### src/rtl/pwm3_pkg.sv
package pwm3_pkg;
  typedef enum logic {DIR_UP = 1'b0, DIR_DN = 1'b1} cnt_dir_e;
endpackage

### src/rtl/pwm3_timebase.sv
module pwm3_timebase
  import pwm3_pkg::*;
#(
  parameter int CNT_W     = 10,
  parameter int TRIG_LEAD = 27
) (
  input  logic             clk_i,
  input  logic             rst_ni,
  output logic [CNT_W-1:0] cnt_o,
  output logic             load_o,
  output logic             trig_o
);
  localparam logic [CNT_W-1:0] CNT_MAX  = {CNT_W{1'b1}};
  localparam logic [CNT_W-1:0] TRIG_CNT = CNT_W'((1 << CNT_W) - TRIG_LEAD);

  logic [CNT_W-1:0] cnt_q;
  cnt_dir_e         dir_q;

  always_ff @(posedge clk_i or negedge rst_ni) begin
    if (!rst_ni) begin
      cnt_q <= '0;
      dir_q <= DIR_UP;
    end else if (dir_q == DIR_UP) begin
      if (cnt_q == CNT_MAX) dir_q <= DIR_DN;  // hold end value one extra cycle
      else                  cnt_q <= cnt_q + 1'b1;
    end else begin
      if (cnt_q == '0) dir_q <= DIR_UP;
      else             cnt_q <= cnt_q - 1'b1;
    end
  end

  assign cnt_o  = cnt_q;
  assign load_o = (dir_q == DIR_UP) && (cnt_q == CNT_MAX);
  assign trig_o = (dir_q == DIR_UP) && (cnt_q == TRIG_CNT);
endmodule

### src/rtl/pwm3_duty_clamp.sv
module pwm3_duty_clamp #(
  parameter int DUTY_W    = 11,
  parameter int DUTY_CEIL = 992
) (
  input  logic [DUTY_W-1:0] duty_i,
  input  logic [DUTY_W-1:0] limit_i,
  output logic [DUTY_W-1:0] duty_o
);
  localparam logic [DUTY_W-1:0] CEIL = DUTY_W'(DUTY_CEIL);
  logic [DUTY_W-1:0] lim;

  always_comb begin
    lim    = (limit_i < CEIL) ? limit_i : CEIL;
    duty_o = (duty_i < lim) ? duty_i : lim;
  end
endmodule

### src/rtl/pwm3_phase.sv
module pwm3_phase #(
  parameter int CNT_W  = 10,
  parameter int DUTY_W = 11
) (
  input  logic              clk_i,
  input  logic              rst_ni,
  input  logic              load_i,
  input  logic [DUTY_W-1:0] duty_i,
  input  logic [CNT_W-1:0]  cnt_i,
  input  logic              kill_i,
  output logic [DUTY_W-1:0] cmp_o,
  output logic              ph_o
);
  logic [DUTY_W-1:0] cmp_q;

  always_ff @(posedge clk_i or negedge rst_ni) begin
    if (!rst_ni)     cmp_q <= '0;
    else if (load_i) cmp_q <= duty_i;
  end

  assign cmp_o = cmp_q;
  assign ph_o  = ({1'b0, cnt_i} < cmp_q) && !kill_i;
endmodule

### src/rtl/pwm_center3.sv
module pwm_center3 #(
  parameter int CNT_W     = 10,
  parameter int OFF_HALF  = 32,
  parameter int TRIG_LEAD = 27,
  parameter int N_PH      = 3
) (
  input  logic                       clk_i,
  input  logic                       rst_ni,
  input  logic [N_PH*(CNT_W+1)-1:0]  duty_i,
  input  logic [CNT_W:0]             max_duty_i,
  input  logic                       kill_i,
  output logic [N_PH-1:0]            ph_o,
  output logic                       adc_start_o
);
  localparam int DUTY_W    = CNT_W + 1;
  localparam int DUTY_CEIL = (1 << CNT_W) - OFF_HALF;

  logic [CNT_W-1:0]             cnt;
  logic                         load;
  logic [N_PH-1:0][DUTY_W-1:0]  duty_clamped;
  logic [N_PH-1:0][DUTY_W-1:0]  cmp;

  pwm3_timebase #(.CNT_W(CNT_W), .TRIG_LEAD(TRIG_LEAD)) u_tb (
    .clk_i, .rst_ni, .cnt_o(cnt), .load_o(load), .trig_o(adc_start_o)
  );

  for (genvar p = 0; p < N_PH; p++) begin : g_ph
    pwm3_duty_clamp #(.DUTY_W(DUTY_W), .DUTY_CEIL(DUTY_CEIL)) u_clamp (
      .duty_i (duty_i[p*DUTY_W +: DUTY_W]),
      .limit_i(max_duty_i),
      .duty_o (duty_clamped[p])
    );
    pwm3_phase #(.CNT_W(CNT_W), .DUTY_W(DUTY_W)) u_phase (
      .clk_i, .rst_ni,
      .load_i(load),
      .duty_i(duty_clamped[p]),
      .cnt_i (cnt),
      .kill_i,
      .cmp_o (cmp[p]),
      .ph_o  (ph_o[p])
    );
  end
endmodule

### config.mk
export PLATFORM = sky130hd
export DESIGN_NAME = pwm_center3
export DESIGN_NICKNAME = d
export VERILOG_FILES = /design/src/rtl/pwm3_pkg.sv /design/src/rtl/pwm3_timebase.sv /design/src/rtl/pwm3_duty_clamp.sv /design/src/rtl/pwm3_phase.sv /design/src/rtl/pwm_center3.sv
export SDC_FILE = /design/constraint.sdc
export NUM_CORES = 1
export LEC_CHECK = 0
export BUFFER_PORTS_ARGS = -buffer_cell sky130_fd_sc_hd__buf_2
export CORE_ASPECT_RATIO = 1.1
export CORE_MARGIN = 5
export CORE_UTILIZATION = 50
export DETAILED_ROUTE_END_ITERATION = 8
export GPL_ROUTABILITY_DRIVEN = 0
export PLACE_DENSITY = 0.71
export SLEW_MARGIN = 20
export SYNTH_ARGS = -nofsm -noshare
export SYNTH_HDL_FRONTEND = slang
export SYNTH_SLANG_ARGS = --single-unit
### constraint.sdc
create_clock -name clk_i -period 4 [get_ports clk_i]
set_input_delay 1.2 -clock clk_i [delete_from_list [all_inputs] [get_ports clk_i]]
set_output_delay 1.2 -clock clk_i [all_outputs]
set_load 0.01 [all_outputs]
==> results.sh, run 1 <==
export IMPL_powerDensity_mw_per_mm2=216
export IMPL_fin_skew_ps=7.18
export IMPL_fmax_mhz=278
export IMPL_syn_avg_cell_area_um2=8.94
export IMPL_rsz0062_at_grt="no"
export IMPL_rows=33
export IMPL_p_comb_frac=0.217
export IMPL_min_path_type="flip-flop to flip-flop"
export IMPL_fin_crit_ps=3600
export IMPL_die_area_mm2=0.00966
export IMPL_path_max_fanout=10
export IMPL_coreArea_mm2=0.00751
export IMPL_worstSetupStartpointType="input pin"
export IMPL_finalPower_mw=0.939
export IMPL_cts_htree_levels=2
export IMPL_status="finished, final reports clean"
export IMPL_yosysTopAreaCell="dfrtp_1"
export IMPL_async_reset_ff_frac=1.00
export IMPL_r2r_slack_ps=1680
export IMPL_crit_chain="buf_2, and4_4, a21oi_1, and2_1, inv_1, ha_1, a21o_1, maj3_1, o31a_1, o31ai_1, o22ai_1"
export IMPL_grt_pass1_vias=3380
export IMPL_antenna_left=0
export IMPL_drt_vias_per_instance=5.63
export IMPL_syn_area_mm2=0.00390
export IMPL_synth_top_area_frac=0.283
export IMPL_intPower_mw=0.659
export IMPL_crit_slowest_cell="o31a_1"
export IMPL_path_buf_inv=2
export IMPL_hpwl_um=7760
export IMPL_portBuffers=50
export IMPL_syn_to_final_growth_pct=11.7
export IMPL_end_kind="flip-flop"
export IMPL_crit_type="input pin to flip-flop"
export IMPL_hold_violations=0
export IMPL_grt_max_degree=45
export IMPL_route_detailed_drc=0
export IMPL_ys_top_cells_by_count="ha_1 (62), dfrtp_1 (44), inv_1 (44)"
export IMPL_path_depth=11
export IMPL_gr_total_overflow=0
export IMPL_ios=51
export IMPL_finalSetupViolCount=0
export IMPL_crit_required_ps=4150
export IMPL_yosysMostFrequentCell="ha_1"
export IMPL_drt_initial_drc_count=122
export IMPL_cp_data_arrival_time_ps=3750
export IMPL_drive_gt1_frac=0.187
export IMPL_first_pass_iters=4
export IMPL_ys_seq_area_frac=0.283
export IMPL_hold_buffers=0
export IMPL_clkPwrFrac=0.302
export IMPL_power_frac_seq=0.481
export IMPL_postPlaceCellArea_mm2=0.00426
export IMPL_synth_edf_count=0
export IMPL_dr_total_vias=3329
export IMPL_clk_latency_ps=300
export IMPL_clockRootBuffer="clkbuf_8"
export IMPL_max_slew_margin=0.392
export IMPL_fillerInstances=702
export IMPL_slew_viol_final=0
export IMPL_initial_core_util=0.519
export IMPL_clockBufferDepth=2
export IMPL_cts_tree="built"
export IMPL_die_y_um=103
export IMPL_fin_cells=591
export IMPL_r2r_start="u_tb.cnt_o[7]$_DFFE_PN0P_"
export IMPL_synth_distinct_cells=60
export IMPL_netSwitchingFraction=0.298
export IMPL_period_share=0.900
export IMPL_final_nets=595
export IMPL_ys_ff_latch=44
export IMPL_yosysWarningCount=0
export IMPL_ff2ff_path_depth=5
export IMPL_cap_violations=0
export IMPL_setup_worst_path_start="max_duty_i[5]"
export IMPL_peakVddDrop_mv=0.118
export IMPL_synth_flop_cell="dfrtp_1"
export IMPL_fin_util=0.579
export IMPL_cts_buffers_inserted=5
export IMPL_routedWlPerCell_um=16.2
export IMPL_path_clk_slew_ps=90
export IMPL_drt_total_wl_um=9570
export IMPL_design_area_mm2=0.00435
export IMPL_grt_pass1_wl_um=15900
export IMPL_post_cts_setup_buffers=0
export IMPL_cp_endpoint="g_ph[1].u_phase.cmp_o[9]$_DFFE_PN0P_"
export IMPL_fin_tns_setup_ps=0
export IMPL_p_sw_mw=0.280
export IMPL_r2r_end="g_ph[1].u_phase.cmp_o[10]$_DFFE_PN0P_"
export IMPL_crit_family="compound AO/OA/AOI/OAI gates"
export IMPL_die_x_um=94.2
export IMPL_worst_pin_slew_ps=912
export IMPL_cpPeakStageDelay_ps=380
export IMPL_dp_cells=583
export IMPL_antenna_found_initial=0
export IMPL_diodes=0
export IMPL_gr_usage_all_layers=0.208
export IMPL_cts_resized=0
export IMPL_clock_sinks=44
export IMPL_ys_top_cells_by_area="dfrtp_1 (28%), ha_1 (20%), inv_1 (4.2%)"
export IMPL_leakagePower_nw=2.31
export IMPL_syn_inst=436
-- metrics by stage --
stage                     setup slack, ps  hold WS (ps)
final                                 401           495
after detailed placement              114           477
after global placement                143           468
after CTS                             431           498
after floorplan                       540           450
after global routing                  221           516
-- worst reg2reg max path, delay by kind of cell (launching register included) --
kind | cells | cell delay (ps)
and+or+nand+nor | 4 | 1580
DFF | 1 | 520
AOI/OAI and AO/OA | 1 | 140
-- registers in the layout (all words and copies together), names as in the netlist --
name and cells:
u_tb.dir_q 1, u_tb.cnt_o 10, g_ph.u_phase.cmp_o 33
-- worst min-delay path by stage --
stage,from,endpoint,slack [ps],cells past startpoint
final,g_ph[0].u_phase.cmp_o[3]$_DFFE_PN0P_,g_ph[0].u_phase.cmp_o[3]$_DFFE_PN0P_,490,2
after global routing,g_ph[0].u_phase.cmp_o[3]$_DFFE_PN0P_,g_ph[0].u_phase.cmp_o[3]$_DFFE_PN0P_,520,2
after CTS,g_ph[0].u_phase.cmp_o[3]$_DFFE_PN0P_,g_ph[0].u_phase.cmp_o[3]$_DFFE_PN0P_,500,2
after detailed placement,g_ph[0].u_phase.cmp_o[3]$_DFFE_PN0P_,g_ph[0].u_phase.cmp_o[3]$_DFFE_PN0P_,480,2
after global placement,g_ph[2].u_phase.cmp_o[2]$_DFFE_PN0P_,g_ph[2].u_phase.cmp_o[2]$_DFFE_PN0P_,470,2
after floorplan,g_ph[2].u_phase.cmp_o[0]$_DFFE_PN0P_,g_ph[2].u_phase.cmp_o[0]$_DFFE_PN0P_,450,2
-- layout make-up --
| class | instances | area, µm² | area share |
|---|---|---|---|
| multi-input cells | 329 | 2520 | 0.579 |
| flip-flops and latches | 44 | 1100 | 0.253 |
| repair buffers | 60 | 340 | 0.0782 |
| inverters | 45 | 169 | 0.0388 |
| well taps | 105 | 131 | 0.0302 |
| clock buffers | 6 | 72.6 | 0.0167 |
| clock inverters | 2 | 16.3 | 0.00374 |
-- power by group through the flow --
stage	sequential [mW]	combinational [mW]	clock (mW)
2_1_floorplan	0.460	0.125	0
3_3_place_gp	0.460	0.198	0
3_5_place_dp	0.460	0.203	0
4_1_cts	0.452	0.204	0.291
5_1_grt	0.452	0.226	0.310
6_report	0.452	0.204	0.284
-- cell usage in the layout, fill, tap and decap left out, types with 6 or more instances in the layout --
cell type / instances
nand2_1: 39
buf_4: 10
o21a_1: 6
xnor2_1: 6
nor3_1: 6
o21ai_0: 25
buf_2: 49
a21o_1: 6
nand3_1: 15
a31oi_1: 7
inv_1: 44
dfrtp_1: 44
a21oi_1: 28
ha_1: 62
o21ai_1: 11
nor2_1: 15
mux2i_1: 11
o31ai_1: 7
and2_1: 6
o311ai_2: 6
-- cell families after synthesis --
logic type / count (synthesis) / share of synthesized area
compound gates: 129 / 0.239
xor+xnor: 10 / 0.0225
fa+ha+maj: 65 / 0.210
buf+inv: 65 / 0.0725
flops: 44 / 0.283
mux: 11 / 0.0283
other cells: 1 / 0.000962
simple gates: 111 / 0.144
-- metal layers --
| layer | part of all wire | track usage |
|---|---|---|
| met5 | 0 | 0 |
| met4 | 0.015 | 0.0611 |
| met3 | 0.039 | 0.0292 |
| met2 | 0.48 | 0.358 |
| met1 | 0.47 | 0.273 |
Note: power is estimated with default switching activity, not from simulation.
==> run 2: changes to the inputs <==
--- a/config.mk
+++ b/config.mk
@@ -9,9 +9,11 @@
 export CORE_ASPECT_RATIO = 1.1
 export CORE_MARGIN = 5
 export CORE_UTILIZATION = 50
+export CTS_CLUSTER_DIAMETER = 150
 export DETAILED_ROUTE_END_ITERATION = 8
 export GPL_ROUTABILITY_DRIVEN = 0
-export PLACE_DENSITY = 0.71
+export PLACE_DENSITY = 0.72
+export SKIP_CTS_REPAIR_TIMING = 1
 export SLEW_MARGIN = 20
 export SYNTH_ARGS = -nofsm -noshare
 export SYNTH_HDL_FRONTEND = slang
==> results.sh, run 2 (synthesis gave the netlist of run 1 again) <==
export IMPL_route_detailed_drc=0
export IMPL_drt_total_wl_um=9530
export IMPL_clockBufferDepth=2
export IMPL_gr_usage_all_layers=0.210
export IMPL_cap_violations=0
export IMPL_final_nets=596
export IMPL_max_slew_margin=0.412
export IMPL_fin_skew_ps=7.67
export IMPL_fin_crit_ps=3630
export IMPL_leakagePower_nw=2.32
export IMPL_rows=33
export IMPL_fin_cells=592
export IMPL_ios=51
export IMPL_dp_cells=584
export IMPL_dr_total_vias=3354
export IMPL_gr_total_overflow=0
export IMPL_fmax_mhz=275
export IMPL_final_common_cell="ha_1"
export IMPL_status="finished, final reports clean"
export IMPL_design_area_mm2=0.00437
export IMPL_slew_viol_final=0
export IMPL_drt_vias_per_instance=5.67
export IMPL_min_path_type="flip-flop to flip-flop"
export IMPL_worstSetupStartpointType="input pin"
export IMPL_hold_violations=0
export IMPL_die_x_um=94.2
export IMPL_grt_max_degree=45
export IMPL_cts_htree_levels=2
export IMPL_initial_core_util=0.519
export IMPL_worst_pin_slew_ps=882
export IMPL_fin_util=0.581
export IMPL_crit_required_ps=4150
export IMPL_clock_sinks=44
export IMPL_routedWlPerCell_um=16.1
export IMPL_path_max_fanout=10
export IMPL_die_y_um=103
export IMPL_final_cell_mix="ha_1 (62), buf_2 (49), inv_1 (44), dfrtp_1 (44), nand2_1 (39)"
export IMPL_antenna_found_initial=0
export IMPL_powerDensity_mw_per_mm2=218
export IMPL_finalPower_mw=0.954
export IMPL_syn_to_final_growth_pct=12.1
export IMPL_antenna_left=0
export IMPL_netSwitchingFraction=0.291
export IMPL_finalSetupViolCount=0
export IMPL_intPower_mw=0.676
export IMPL_coreArea_mm2=0.00751
export IMPL_worst_slack_ps=369
export IMPL_pre_cts_ws_ps=73.2
export IMPL_rsz0062_at_grt="no"
export IMPL_grt_pass1_vias=3446
export IMPL_portBuffers=50
export IMPL_path_clk_slew_ps=90
export IMPL_cts_buffers_inserted=5
export IMPL_fillerInstances=712
export IMPL_cp_data_arrival_time_ps=3780
export IMPL_drive_gt1_frac=0.191
export IMPL_hold_slack_ps=488
export IMPL_drt_initial_drc_count=129
export IMPL_period_share=0.908
export IMPL_clk_latency_ps=300
export IMPL_hpwl_um=7780
export IMPL_crit_type="input pin to flip-flop"
export IMPL_r2r_slack_ps=1740
export IMPL_power_frac_seq=0.473
export IMPL_largest_register_ffs=33
export IMPL_first_pass_iters=4
export IMPL_cts_tree="built"
export IMPL_p_sw_mw=0.278
export IMPL_p_comb_frac=0.216
export IMPL_diodes=0
export IMPL_peakVddDrop_mv=0.153
export IMPL_fin_tns_setup_ps=0
export IMPL_clkPwrFrac=0.311
export IMPL_postPlaceCellArea_mm2=0.00427
export IMPL_grt_pass1_wl_um=16300
export IMPL_clockRootBuffer="clkbuf_8"
export IMPL_end_kind="flip-flop"
export IMPL_die_area_mm2=0.00966
## run 2: cell type report
class	instances	area [µm²]	share of cell area
clock buffer	6	82.6	0.0189
sequential	44	1100	0.252
tap	105	131	0.0301
multi-input combinational	329	2520	0.577
clock inverter	2	15.0	0.00344
inverter	45	169	0.0387
timing repair buffer	61	348	0.0796
## run 2: worst paths after layout
path / start / to / cells after the start
worst min-delay path: g_ph[2].u_phase.cmp_o[2]$_DFFE_PN0P_ / g_ph[2].u_phase.cmp_o[2]$_DFFE_PN0P_ / 2
worst max-delay path: max_duty_i[5] / g_ph[1].u_phase.cmp_o[8]$_DFFE_PN0P_ / 11
worst max register to register: u_tb.cnt_o[9]$_DFFE_PN0P_ / g_ph[1].u_phase.cmp_o[8]$_DFFE_PN0P_ / 5
max in group asynchronous: rst_ni / g_ph[2].u_phase.cmp_o[10]$_DFFE_PN0P_ / 1
worst min register to register: g_ph[2].u_phase.cmp_o[2]$_DFFE_PN0P_ / g_ph[2].u_phase.cmp_o[2]$_DFFE_PN0P_ / 2
min in group asynchronous: rst_ni / g_ph[2].u_phase.cmp_o[0]$_DFFE_PN0P_ / 1
## run 2: worst max-delay path: stages
cell and delay [ps]:
buf_2 140, and4_4 190, a21oi_1 260, and2_1 240
inv_1 90, ha_1 300, a21o_1 190, maj3_1 370
o31a_1 380, o31ai_1 320, o22ai_1 110
## run 2: power groups by stage
stage,combinational [mW],sequential [mW],clock (mW)
floorplan,0.125,0.460,0
global placement,0.200,0.460,0
detailed placement,0.205,0.460,0
CTS,0.205,0.451,0.305
global route,0.229,0.452,0.318
finish,0.206,0.451,0.297
## run 2: routing by layer
layer | vias up | wire length (µm) | GRT usage
met4 | 0 | 263 | 0.0800
met5 | - | 0 | 0
met3 | 19 | 309 | 0.0212
li1 | 1668 | - | -
met2 | 84 | 4630 | 0.368
met1 | 1583 | 4320 | 0.268
